<file path="config.mk">
export PLATFORM = sky130hd
export DESIGN_NAME = boot_stall_ctrl
export DESIGN_NICKNAME = d
export VERILOG_FILES = /design/src/rtl/boot_pkg.sv /design/src/rtl/boot_rst_sync.sv /design/src/rtl/boot_hint_flag.sv /design/src/rtl/boot_stall_seq.sv /design/src/rtl/boot_stall_ctrl.sv
export SDC_FILE = /design/constraint.sdc
export NUM_CORES = 1
export LEC_CHECK = 0
export ABC_AREA = 0
export BUFFER_PORTS_ARGS = -buffer_cell sky130_fd_sc_hd__buf_2
export CAP_MARGIN = 20
export CORE_AREA = 2 2 39 41
export DETAILED_ROUTE_END_ITERATION = 10
export DIE_AREA = 0 0 41 43
export PLACE_DENSITY_LB_ADDON = 0.2
export SYNTH_ARGS = -nofsm -noshare
export SYNTH_HDL_FRONTEND = slang
export SYNTH_SLANG_ARGS = --single-unit
</file>
<file path="constraint.sdc">
create_clock -name clk -period 1.66 [get_ports clk]
set_input_delay 0.332 -clock clk [delete_from_list [all_inputs] [get_ports clk]]
set_output_delay 0.332 -clock clk [all_outputs]
set_load 0.05 [all_outputs]
</file>
<file path="src/rtl/boot_pkg.sv">
package boot_pkg;
  typedef enum logic [1:0] {
    BM_HOST     = 2'b00,
    BM_EMU      = 2'b01,
    BM_ROM      = 2'b10,
    BM_HOST_ALT = 2'b11
  } boot_mode_e;

  typedef enum logic [1:0] {
    SQ_STALL = 2'b00,
    SQ_ARM   = 2'b01,
    SQ_RUN   = 2'b10
  } seq_state_e;

  function automatic logic is_host_boot(input boot_mode_e m);
    return (m == BM_HOST) || (m == BM_HOST_ALT);
  endfunction
endpackage

</file>
<file path="src/rtl/boot_rst_sync.sv">
module boot_rst_sync #(
  parameter int STAGES = 2
) (
  input  logic clk,
  input  logic ext_rst_n,
  output logic rst_o
);
  logic [STAGES-1:0] chain;

  generate
    if (STAGES == 1) begin : g_one
      always_ff @(posedge clk or negedge ext_rst_n) begin
        if (!ext_rst_n) chain <= '0;
        else            chain <= 1'b1;
      end
    end else begin : g_many
      always_ff @(posedge clk or negedge ext_rst_n) begin
        if (!ext_rst_n) chain <= '0;
        else            chain <= {chain[STAGES-2:0], 1'b1};
      end
    end
  endgenerate

  assign rst_o = ~chain[STAGES-1];
endmodule

</file>
<file path="src/rtl/boot_hint_flag.sv">
module boot_hint_flag (
  input  logic clk,
  input  logic rst,
  input  logic running,
  input  logic set_i,
  input  logic clr_i,
  input  logic emu_set_i,
  output logic flag_o,
  output logic irq_o
);
  always_ff @(posedge clk) begin
    if (rst) begin
      flag_o <= 1'b0;
      irq_o  <= 1'b0;
    end else begin
      irq_o <= 1'b0;
      if (running) begin
        if (clr_i) begin
          flag_o <= 1'b0;
        end else if (set_i && !flag_o) begin
          flag_o <= 1'b1;
          irq_o  <= 1'b1;
        end
      end else if (set_i || emu_set_i) begin
        flag_o <= 1'b1;
      end
    end
  end
endmodule

</file>
<file path="src/rtl/boot_stall_seq.sv">
module boot_stall_seq
  import boot_pkg::*;
(
  input  logic       clk,
  input  logic       rst,
  input  logic [1:0] boot_mode_i,
  input  logic       flag_i,
  input  logic       emu_req_i,
  input  logic       copy_done_i,
  output logic       core_stall_o,
  output logic       start_zero_o,
  output logic       bkpt_o,
  output logic       running_o,
  output logic       emu_set_o
);
  seq_state_e state;
  boot_mode_e mode_q;
  logic       release_now;

  always_comb begin
    release_now = 1'b0;
    if (state == SQ_ARM) begin
      release_now = 1'b1;
    end else if (state == SQ_STALL) begin
      if (is_host_boot(mode_q)) release_now = flag_i;
      else if (mode_q == BM_ROM) release_now = copy_done_i;
    end
  end

  assign emu_set_o = (state == SQ_STALL) && (mode_q == BM_EMU) && emu_req_i;
  assign running_o = (state == SQ_RUN);

  always_ff @(posedge clk) begin
    if (rst) begin
      mode_q       <= boot_mode_e'(boot_mode_i);
      state        <= SQ_STALL;
      core_stall_o <= 1'b1;
      start_zero_o <= 1'b0;
      bkpt_o       <= 1'b0;
    end else begin
      start_zero_o <= 1'b0;
      if (emu_set_o) begin
        state  <= SQ_ARM;
        bkpt_o <= 1'b1;
      end else if (release_now) begin
        state        <= SQ_RUN;
        core_stall_o <= 1'b0;
        start_zero_o <= 1'b1;
      end
    end
  end
endmodule

</file>
<file path="src/rtl/boot_stall_ctrl.sv">
module boot_stall_ctrl #(
  parameter int SYNC_STAGES = 2
) (
  input  logic       clk,
  input  logic       ext_rst_n,
  input  logic [1:0] boot_mode,
  input  logic       host_int_set,
  input  logic       core_int_clr,
  input  logic       emu_req,
  input  logic       copy_done,
  output logic       int_rst,
  output logic       core_stall,
  output logic       start_at_zero,
  output logic       bkpt_zero_req,
  output logic       host_int_flag,
  output logic       core_int
);
  logic running;
  logic emu_set;

  boot_rst_sync #(.STAGES(SYNC_STAGES)) u_sync (
    .clk      (clk),
    .ext_rst_n(ext_rst_n),
    .rst_o    (int_rst)
  );

  boot_stall_seq u_seq (
    .clk         (clk),
    .rst         (int_rst),
    .boot_mode_i (boot_mode),
    .flag_i      (host_int_flag),
    .emu_req_i   (emu_req),
    .copy_done_i (copy_done),
    .core_stall_o(core_stall),
    .start_zero_o(start_at_zero),
    .bkpt_o      (bkpt_zero_req),
    .running_o   (running),
    .emu_set_o   (emu_set)
  );

  boot_hint_flag u_flag (
    .clk      (clk),
    .rst      (int_rst),
    .running  (running),
    .set_i    (host_int_set),
    .clr_i    (core_int_clr),
    .emu_set_i(emu_set),
    .flag_o   (host_int_flag),
    .irq_o    (core_int)
  );
endmodule

</file>
==> impl_metrics.json, run 1 <==
{
  "fmax_mhz": 686,
  "synthArstFlopShare_pct": 18.2,
  "yosysTopAreaCellShare_pct": 32.4,
  "hold_violations": 0,
  "die_h_um": 43,
  "post-route-min-period_ns": 1.46,
  "grt_pass1_wl_um": 1150,
  "cts_buffer_depth": 2,
  "yosys_most_used_dff": "dfxtp_1",
  "synthAdderAreaFrac_pct": 5.78,
  "cts_tree": "done",
  "leakagePower_nw": 0.255,
  "cp-start-kind": "flop",
  "outcome": "finished clean",
  "clk_latency_ns": 0.26,
  "wirelength_um": 684,
  "synth_top_area_cell": "dfxtp_1",
  "min_from": "boot_mode[0]",
  "synth_seq_cells": 11,
  "fin_tns_setup_ns": 0,
  "grt_max_degree": 7,
  "slew_viol_final": 0,
  "postLayoutCoreUtil_pct": 40.1,
  "startpoint": "u_sync.chain[1]",
  "yosysSeqAreaShare_pct": 57.8,
  "synthCells": 36,
  "viasPerCell": 4.26,
  "port_buffers": 13,
  "ctsHtreeMaxLevel": 1,
  "vias": 298,
  "muxShareOfSynthArea_pct": 0,
  "yosys-top-cells-area": "dfxtp_1 (32%), edfxtp_1 (14%), dfrtp_1 (12%), ha_1 (5.8%), a211oi_4 (4.6%)",
  "synth.most_common_cell": "dfxtp_1",
  "cp-end-kind": "primary output",
  "period_share_pct": 87.9,
  "n_antenna_cell": 0,
  "maxCapViolCount": 0,
  "seq_power_share_pct": 52.5,
  "ys_types": 18,
  "p_per_area_nw_per_um2": 1040,
  "synth_edf_count": 2,
  "synth_top_cells_by_count": "dfxtp_1 (7), inv_1 (4), nor2_1 (4)",
  "yosysWarnings": 0,
  "crit_type": "flop to primary output",
  "avgRoutedWirePerCell_um": 9.77,
  "fp.coreArea_sq_um": 1380,
  "dp_hpwl_um": 543,
  "cts_setup_buffers": 0,
  "cts_buffers": 3,
  "combPwrFrac_pct": 17.3,
  "grt_use_met2_pct": 11.6,
  "switching_power_mw": 0.160,
  "layout.nets": 65,
  "overflow": 0,
  "initial_core_util_pct": 31.3,
  "fill_cells": 141,
  "synthSimpleGateAreaFrac_pct": 15.3,
  "gp_congestion": 0.717,
  "first_pass_iters": 2,
  "reg2reg_from": "u_seq.mode_q[0]",
  "slowest_stage": "dfrtp_1",
  "holdCritPathClass": "input pin to flop",
  "die_area_sq_um": 1760,
  "die_w_um": 41,
  "drc": 0,
  "power.internal_mw": 0.419,
  "cts_sinks": 11,
  "grt_use_met3_pct": 3.14,
  "antenna_found_initial": 0,
  "irDropWorstVdd_uv": 479,
  "ant_nets": 0,
  "area_growth_pct": 28.0,
  "sw_frac_of_total_pct": 27.6,
  "grt_pass1_vias": 263,
  "finClkSkew_ns": 0.00520,
  "synth.avg_cell_area_sq_um": 12.0,
  "drtIter0Drc": 1,
  "drive_gt1_share_pct": 40.7,
  "finalSetupViolations": 0,
  "cpPeakStageDelay_ns": 0.44,
  "arrival_ns": 1.13,
  "required_ns": 1.33,
  "path_buf_inv": 2,
  "root_buffer": "clkbuf_4",
  "cp_max_fo": 6,
  "post_cts_resize_count": 0,
  "synth_xor_area_share_pct": 0,
  "clk_pin_slew_ns": 0.07,
  "clock_power_share_pct": 30.1,
  "synth_area_sq_um": 433,
  "grt_usage_pct": 10.2,
  "synth_nets": 46,
  "cts_hold_buf": 1,
  "num_rows": 14,
  "synth_top_family_by_area": "compound AO/OA/AOI/OAI gates",
  "grt_use_met1_pct": 15.1,
  "rsz0062_at_grt": "no",
  "crit_path_cell_trace": "inv_2 > buf_2",
  "grt.busiest_layer": "met1",
  "cp_top_family": "flip-flops",
  "synth_compound_area_share_pct": 15.9,
  "ioPinCount": 14
}
==> cells by family after synthesis <==
kind of cell,count (synthesis)
DFF,11
and+or+nand+nor,9
adders and majority gates,2
other,1
buffers and inverters,5
AOI/OAI and AO/OA,8
==> stage by stage <==
stage | hold WS (ns) | cell area (sq um) | total power, mW | worst slack [ns] | std cells
after floorplan | 0.0364 | 433 | 0.384 | 0.320 | 36
after global placement | 0.119 | 518 | 0.410 | 0.293 | 65
after detailed placement | 0.121 | 518 | 0.411 | 0.264 | 65
after CTS | 0.236 | 554 | 0.590 | 0.178 | 70
after global routing | 0.237 | 554 | 0.615 | 0.131 | 70
final | 0.247 | 554 | 0.579 | 0.201 | 70
==> placed cells by master (no fill, tap or decap) <==
master	Yosys	final
buf_2	0	13
dfxtp_1	7	7
inv_1	4	4
nor2_1	4	4
clkbuf_4	0	3
a21oi_1	2	2
a21oi_2	2	2
o21a_1	2	2
ha_1	2	2
edfxtp_1	2	2
dfrtp_1	2	2
inv_2	1	1
nand3b_1	1	1
and4bb_4	1	1
nand2b_1	1	1
a211oi_4	1	1
nor4b_2	1	1
and3_1	1	1
a31oi_1	1	1
clkbuf_1	0	1
dlygate4sd3_1	0	1
conb_1	1	1
==> power by group through the flow <==
stage	registers (mW)	logic (mW)	clock network (mW)
floorplan	0.340	0.0432	0
global placement	0.311	0.0992	0
detailed placement	0.311	0.100	0
CTS	0.305	0.102	0.183
global route	0.308	0.109	0.198
finish	0.304	0.100	0.175
==> layer usage <==
layer  up-vias  wire length (um)
met5         -                 0
met4         0                 4
met3         2                34
met2         7               321
met1       133               323
li1        156                 -
==> flip-flops by register name, indices dropped and copies added, names as in the netlist <==
| signal | cells |
|---|---|
| u_sync.chain | 2 |
| u_seq.mode_q | 2 |
| u_flag.irq_o | 1 |
| u_seq.core_stall_o | 1 |
| u_seq.start_zero_o | 1 |
| u_seq.bkpt_o | 1 |
| u_seq.state | 2 |
| u_flag.flag_o | 1 |
==> area by class of cell <==
cell class	count	area [sq um]	share of cell area [%]
clock buffers	4	26.3	4.74
inverters	5	18.8	3.39
multi-input cells	20	164	29.6
flip-flops and latches	11	250	45.1
well taps	16	20.0	3.61
repair buffers	14	75.1	13.5
==> path summary, 6_finish.rpt <==
kind                            cells after the start  slack, ns         endpoint
worst max register to register                      5       0.29   u_seq.state[1]
max in group asynchronous                           2       1.20  u_sync.chain[1]
worst min-delay path                                1       0.25  u_seq.mode_q[0]
worst max-delay path                                2       0.20          int_rst
min in group asynchronous                           2       0.37  u_sync.chain[0]
worst min register to register                      0       0.35  u_sync.chain[1]
(Power assumes the default switching activity.)
==> run 2, diff against run 1 <==
--- a/config.mk
+++ b/config.mk
@@ -12,6 +12,7 @@
 export DETAILED_ROUTE_END_ITERATION = 10
 export DIE_AREA = 0 0 41 43
 export PLACE_DENSITY_LB_ADDON = 0.2
+export RECOVER_POWER = 50
 export SYNTH_ARGS = -nofsm -noshare
 export SYNTH_HDL_FRONTEND = slang
 export SYNTH_SLANG_ARGS = --single-unit
==> impl_metrics.json, run 2 (synthesis gave the netlist of run 1 again) <==
{
  "leakagePower_nw": 0.253,
  "antenna_found_initial": 0,
  "crit_path_cell_trace": "inv_2 > buf_2",
  "layout.nets": 65,
  "cp-end-kind": "primary output",
  "fin_tns_setup_ns": 0,
  "arrival_ns": 1.12,
  "slowest_stage": "dfrtp_1",
  "port_buffers": 13,
  "cpPeakStageDelay_ns": 0.44,
  "slew_viol_final": 0,
  "clk_pin_slew_ns": 0.07,
  "power.internal_mw": 0.417,
  "drive_gt1_share_pct": 35.2,
  "finalSetupViolations": 0,
  "cts_buffer_depth": 2,
  "drc": 0,
  "rsz0062_at_grt": "no",
  "layout_commonest_cell": "buf_2",
  "fp.coreArea_sq_um": 1380,
  "clk_latency_ns": 0.26,
  "holdCritPathClass": "input pin to flop",
  "cts_sinks": 11,
  "fill_cells": 145,
  "multi_input_area_sq_um": 154,
  "required_ns": 1.33,
  "cts_setup_buffers": 0,
  "die_area_sq_um": 1760,
  "cts_buffers": 3,
  "ctsHtreeMaxLevel": 1,
  "seq_power_share_pct": 52.7,
  "combPwrFrac_pct": 16.9,
  "dp_hpwl_um": 543,
  "final_cell_mix": "buf_2 (12), dfxtp_1 (7), inv_1 (4), nor2_1 (4), clkbuf_4 (3)",
  "overflow": 0,
  "root_buffer": "clkbuf_4",
  "outcome": "finished clean",
  "path_buf_inv": 2,
  "die_h_um": 43,
  "die_w_um": 41,
  "wirelength_um": 682,
  "switching_power_mw": 0.159,
  "grt_usage_pct": 10.2,
  "whs_ns": 0.247,
  "period_share_pct": 87.5,
  "hold_violations": 0,
  "fmax_mhz": 688,
  "n_antenna_cell": 0,
  "viasPerCell": 4.23,
  "reg_top3": "u_seq.mode_q: 2 flops, u_seq.state: 2 flops, u_sync.chain: 2 flops",
  "ant_nets": 0,
  "ioPinCount": 14,
  "cts_tree": "done",
  "num_rows": 14,
  "cp-start-kind": "flop",
  "gp_congestion": 0.717,
  "grt_max_degree": 7,
  "worst-path-stages": 2,
  "clock_power_share_pct": 30.3,
  "cp_top_family": "flip-flops",
  "holdPathStages": 1,
  "grt_pass1_vias": 263,
  "sw_frac_of_total_pct": 27.6,
  "area_growth_pct": 25.4,
  "drtIter0Drc": 0,
  "maxCapViolCount": 0,
  "finClkSkew_ns": 0.00526,
  "r2r_cells": 5,
  "irDropWorstVdd_uv": 477,
  "first_pass_iters": 1,
  "startpoint": "u_sync.chain[1]",
  "p_per_area_nw_per_um2": 1060,
  "initial_core_util_pct": 31.3,
  "min_from": "boot_mode[0]",
  "reg2reg_from": "u_seq.mode_q[0]",
  "seqCellArea_sq_um": 250,
  "grt_pass1_wl_um": 1150,
  "post-route-min-period_ns": 1.45,
  "avgRoutedWirePerCell_um": 9.74,
  "crit_type": "flop to primary output",
  "vias": 296,
  "cp_max_fo": 6
}
==> run 2: worst reg2reg max path: stages, from the launching register on <==
cell and delay (ns):
edfxtp_1 0.39, inv_1 0.07, ha_1 0.23, a21oi_1 0.32, a21oi_2 0.10, o21a_1 0.17
==> run 2: power groups by stage <==
stage | clock [mW] | combinational, mW | sequential, mW
final | 0.175 | 0.0976 | 0.304
after global routing | 0.198 | 0.107 | 0.307
after CTS | 0.183 | 0.102 | 0.305
after detailed placement | 0 | 0.100 | 0.311
after global placement | 0 | 0.0992 | 0.311
after floorplan | 0 | 0.0432 | 0.340
==> run 2: worst paths after layout <==
check	endpoint	slack, ns
min in group asynchronous	u_sync.chain[0]	0.37
max reg2reg	u_seq.state[1]	0.29
min	u_seq.mode_q[0]	0.25
max in group asynchronous	u_sync.chain[1]	1.17
max	int_rst	0.21
min reg2reg	u_sync.chain[1]	0.35
==> run 2: final cells by class <==
class | instances | area share, %
tap | 16 | 3.69
inverter | 5 | 3.46
sequential | 11 | 46.1
clock buffer | 4 | 4.84
timing repair buffer | 14 | 13.6
multi-input combinational | 20 | 28.3
==> run 2: metrics by stage <==
step	cell area (sq um)	power [mW]	setup slack (ns)	cells	utilization (%)
after global placement	518	0.410	0.293	65	37.4
after CTS	554	0.590	0.178	70	40.1
after global routing	543	0.612	0.136	70	39.2
after floorplan	433	0.384	0.320	36	-
after detailed placement	518	0.411	0.264	65	37.4
final	543	0.576	0.207	70	39.2
==> run 2: timing repair <==
action / 4_1_cts / 5_1_grt
resized for setup: 0 / 0
hold endpoints to repair: 2 / 0
hold buffers: 1 / 0
==> run 2: metal layers <==
layer	wire length [um]	GRT usage, %	up-vias
li1	-	-	156
met1	322	15.1	131
met2	321	11.6	7
met3	34	3.14	2
met4	4	8.00	0
met5	0	0	-
==> run 3, diff against run 2 <==
--- a/config.mk
+++ b/config.mk
@@ -11,7 +11,7 @@
 export CORE_AREA = 2 2 39 41
 export DETAILED_ROUTE_END_ITERATION = 10
 export DIE_AREA = 0 0 41 43
-export PLACE_DENSITY_LB_ADDON = 0.2
+export PLACE_DENSITY = 0.63
 export RECOVER_POWER = 50
 export SYNTH_ARGS = -nofsm -noshare
 export SYNTH_HDL_FRONTEND = slang
==> impl_metrics.json, run 3 (synthesis gave the netlist of run 1 again) <==
{
  "combPwrFrac_pct": 17.1,
  "fmax_mhz": 693,
  "first_pass_iters": 2,
  "vias": 310,
  "area_growth_pct": 25.4,
  "wirelength_um": 637,
  "postLayoutCoreUtil_pct": 39.2,
  "die_h_um": 43,
  "fp.coreArea_sq_um": 1380,
  "maxCapViolCount": 0,
  "hold_violations": 0,
  "layout_commonest_cell": "buf_2",
  "p_per_area_nw_per_um2": 1060,
  "cp-start-kind": "flop",
  "die_w_um": 41,
  "clk_latency_ns": 0.26,
  "finalSetupViolations": 0,
  "irDropWorstVdd_uv": 337,
  "fin_area_sq_um": 543,
  "arrival_ns": 1.11,
  "ctsHtreeMaxLevel": 1,
  "die_area_sq_um": 1760,
  "n_antenna_cell": 0,
  "layout_setup_ws_ns": 0.216,
  "cts_buffers": 3,
  "power.internal_mw": 0.417,
  "grt_pass1_vias": 272,
  "dp_hpwl_um": 522,
  "clock_power_share_pct": 30.0,
  "cpPeakStageDelay_ns": 0.44,
  "holdCritPathClass": "input pin to flop",
  "cts_setup_buffers": 0,
  "grt_use_met2_pct": 11.6,
  "period_share_pct": 87.0,
  "finalPower_mw": 0.574,
  "root_buffer": "clkbuf_4",
  "avgRoutedWirePerCell_um": 9.10,
  "cp-end-kind": "primary output",
  "drc": 0,
  "reg_top3": "u_seq.mode_q: 2 flops, u_seq.state: 2 flops, u_sync.chain: 2 flops",
  "dpl_cell_area_sq_um": 518,
  "clk_pin_slew_ns": 0.06,
  "grt.busiest_layer": "met2",
  "ant_nets": 0,
  "gp_congestion": 0.621,
  "finClkSkew_ns": 0.00179,
  "grt_use_met1_pct": 10.2,
  "grt_max_degree": 7,
  "num_rows": 14,
  "stdcell_count": 70,
  "cp_max_fo": 6,
  "cts_buffer_depth": 2,
  "viasPerCell": 4.43,
  "grt_usage_pct": 8.70,
  "ioPinCount": 14,
  "drtIter0Drc": 7,
  "place_ws_ns": 0.283,
  "cts_tree": "done",
  "outcome": "finished clean",
  "sw_frac_of_total_pct": 27.3,
  "cts_sinks": 11,
  "grt_use_met3_pct": 3.14,
  "final_cell_mix": "buf_2 (12), dfxtp_1 (7), inv_1 (4), nor2_1 (4), clkbuf_4 (3)",
  "whs_ns": 0.244,
  "drive_gt1_share_pct": 35.2,
  "leakagePower_nw": 0.253,
  "port_buffers": 13,
  "crit_type": "flop to primary output",
  "switching_power_mw": 0.157,
  "overflow": 0,
  "layout.nets": 65,
  "grt_pass1_wl_um": 1000,
  "slew_viol_final": 0,
  "slowest_stage": "dfrtp_1",
  "rsz0062_at_grt": "no",
  "dp.cells": 65,
  "required_ns": 1.33,
  "antenna_found_initial": 0,
  "post-route-min-period_ns": 1.44,
  "crit_path_cell_trace": "inv_2 > buf_2",
  "fin_tns_setup_ns": 0,
  "initial_core_util_pct": 31.3,
  "seq_power_share_pct": 52.9
}
==> run 3: metal layers <==
layer / up-vias / part of all wire [%]
met5: - / 0
met4: 0 / 2.4
met3: 2 / 6.8
met2: 12 / 41
met1: 138 / 50
li1: 158 / -
==> run 3: final cells by class <==
class	count	area, sq um
clock buffers	4	26.3
inverters	5	18.8
fillers	141	841
multi-input cells	20	154
well taps	16	20.0
flip-flops and latches	11	250
repair buffers	14	73.8
==> run 3: final timing paths <==
check                      slack [ns]            start  cells after the start               to
min in group asynchronous        0.38        ext_rst_n                      2  u_sync.chain[1]
max in group asynchronous        1.16        ext_rst_n                      2  u_sync.chain[0]
max                              0.22  u_sync.chain[1]                      2          int_rst
min reg2reg                      0.35  u_sync.chain[0]                      0  u_sync.chain[1]
max reg2reg                      0.28  u_seq.mode_q[1]                      4   u_seq.state[1]
min                              0.24     boot_mode[1]                      1  u_seq.mode_q[1]
==> run 3: critical path, delay by kind of cell (launching register included) <==
| family | cells | cell delay [ns] |
|---|---|---|
| flip-flops | 1 | 0.44 |
| buffers and inverters | 2 | 0.41 |
==> run 3: power groups by stage <==
stage	sequential (mW)	clock, mW	combinational, mW
final	0.304	0.172	0.0982
after global placement	0.310	0	0.0993
after CTS	0.304	0.180	0.102
after global routing	0.307	0.188	0.107
after floorplan	0.340	0	0.0432
after detailed placement	0.310	0	0.100
==> run 3: what timing repair did <==
action / 4_1_cts / 5_1_grt
hold endpoints to repair: 2 / 0
gates resized for setup: 0 / 0
hold buffers: 1 / 0
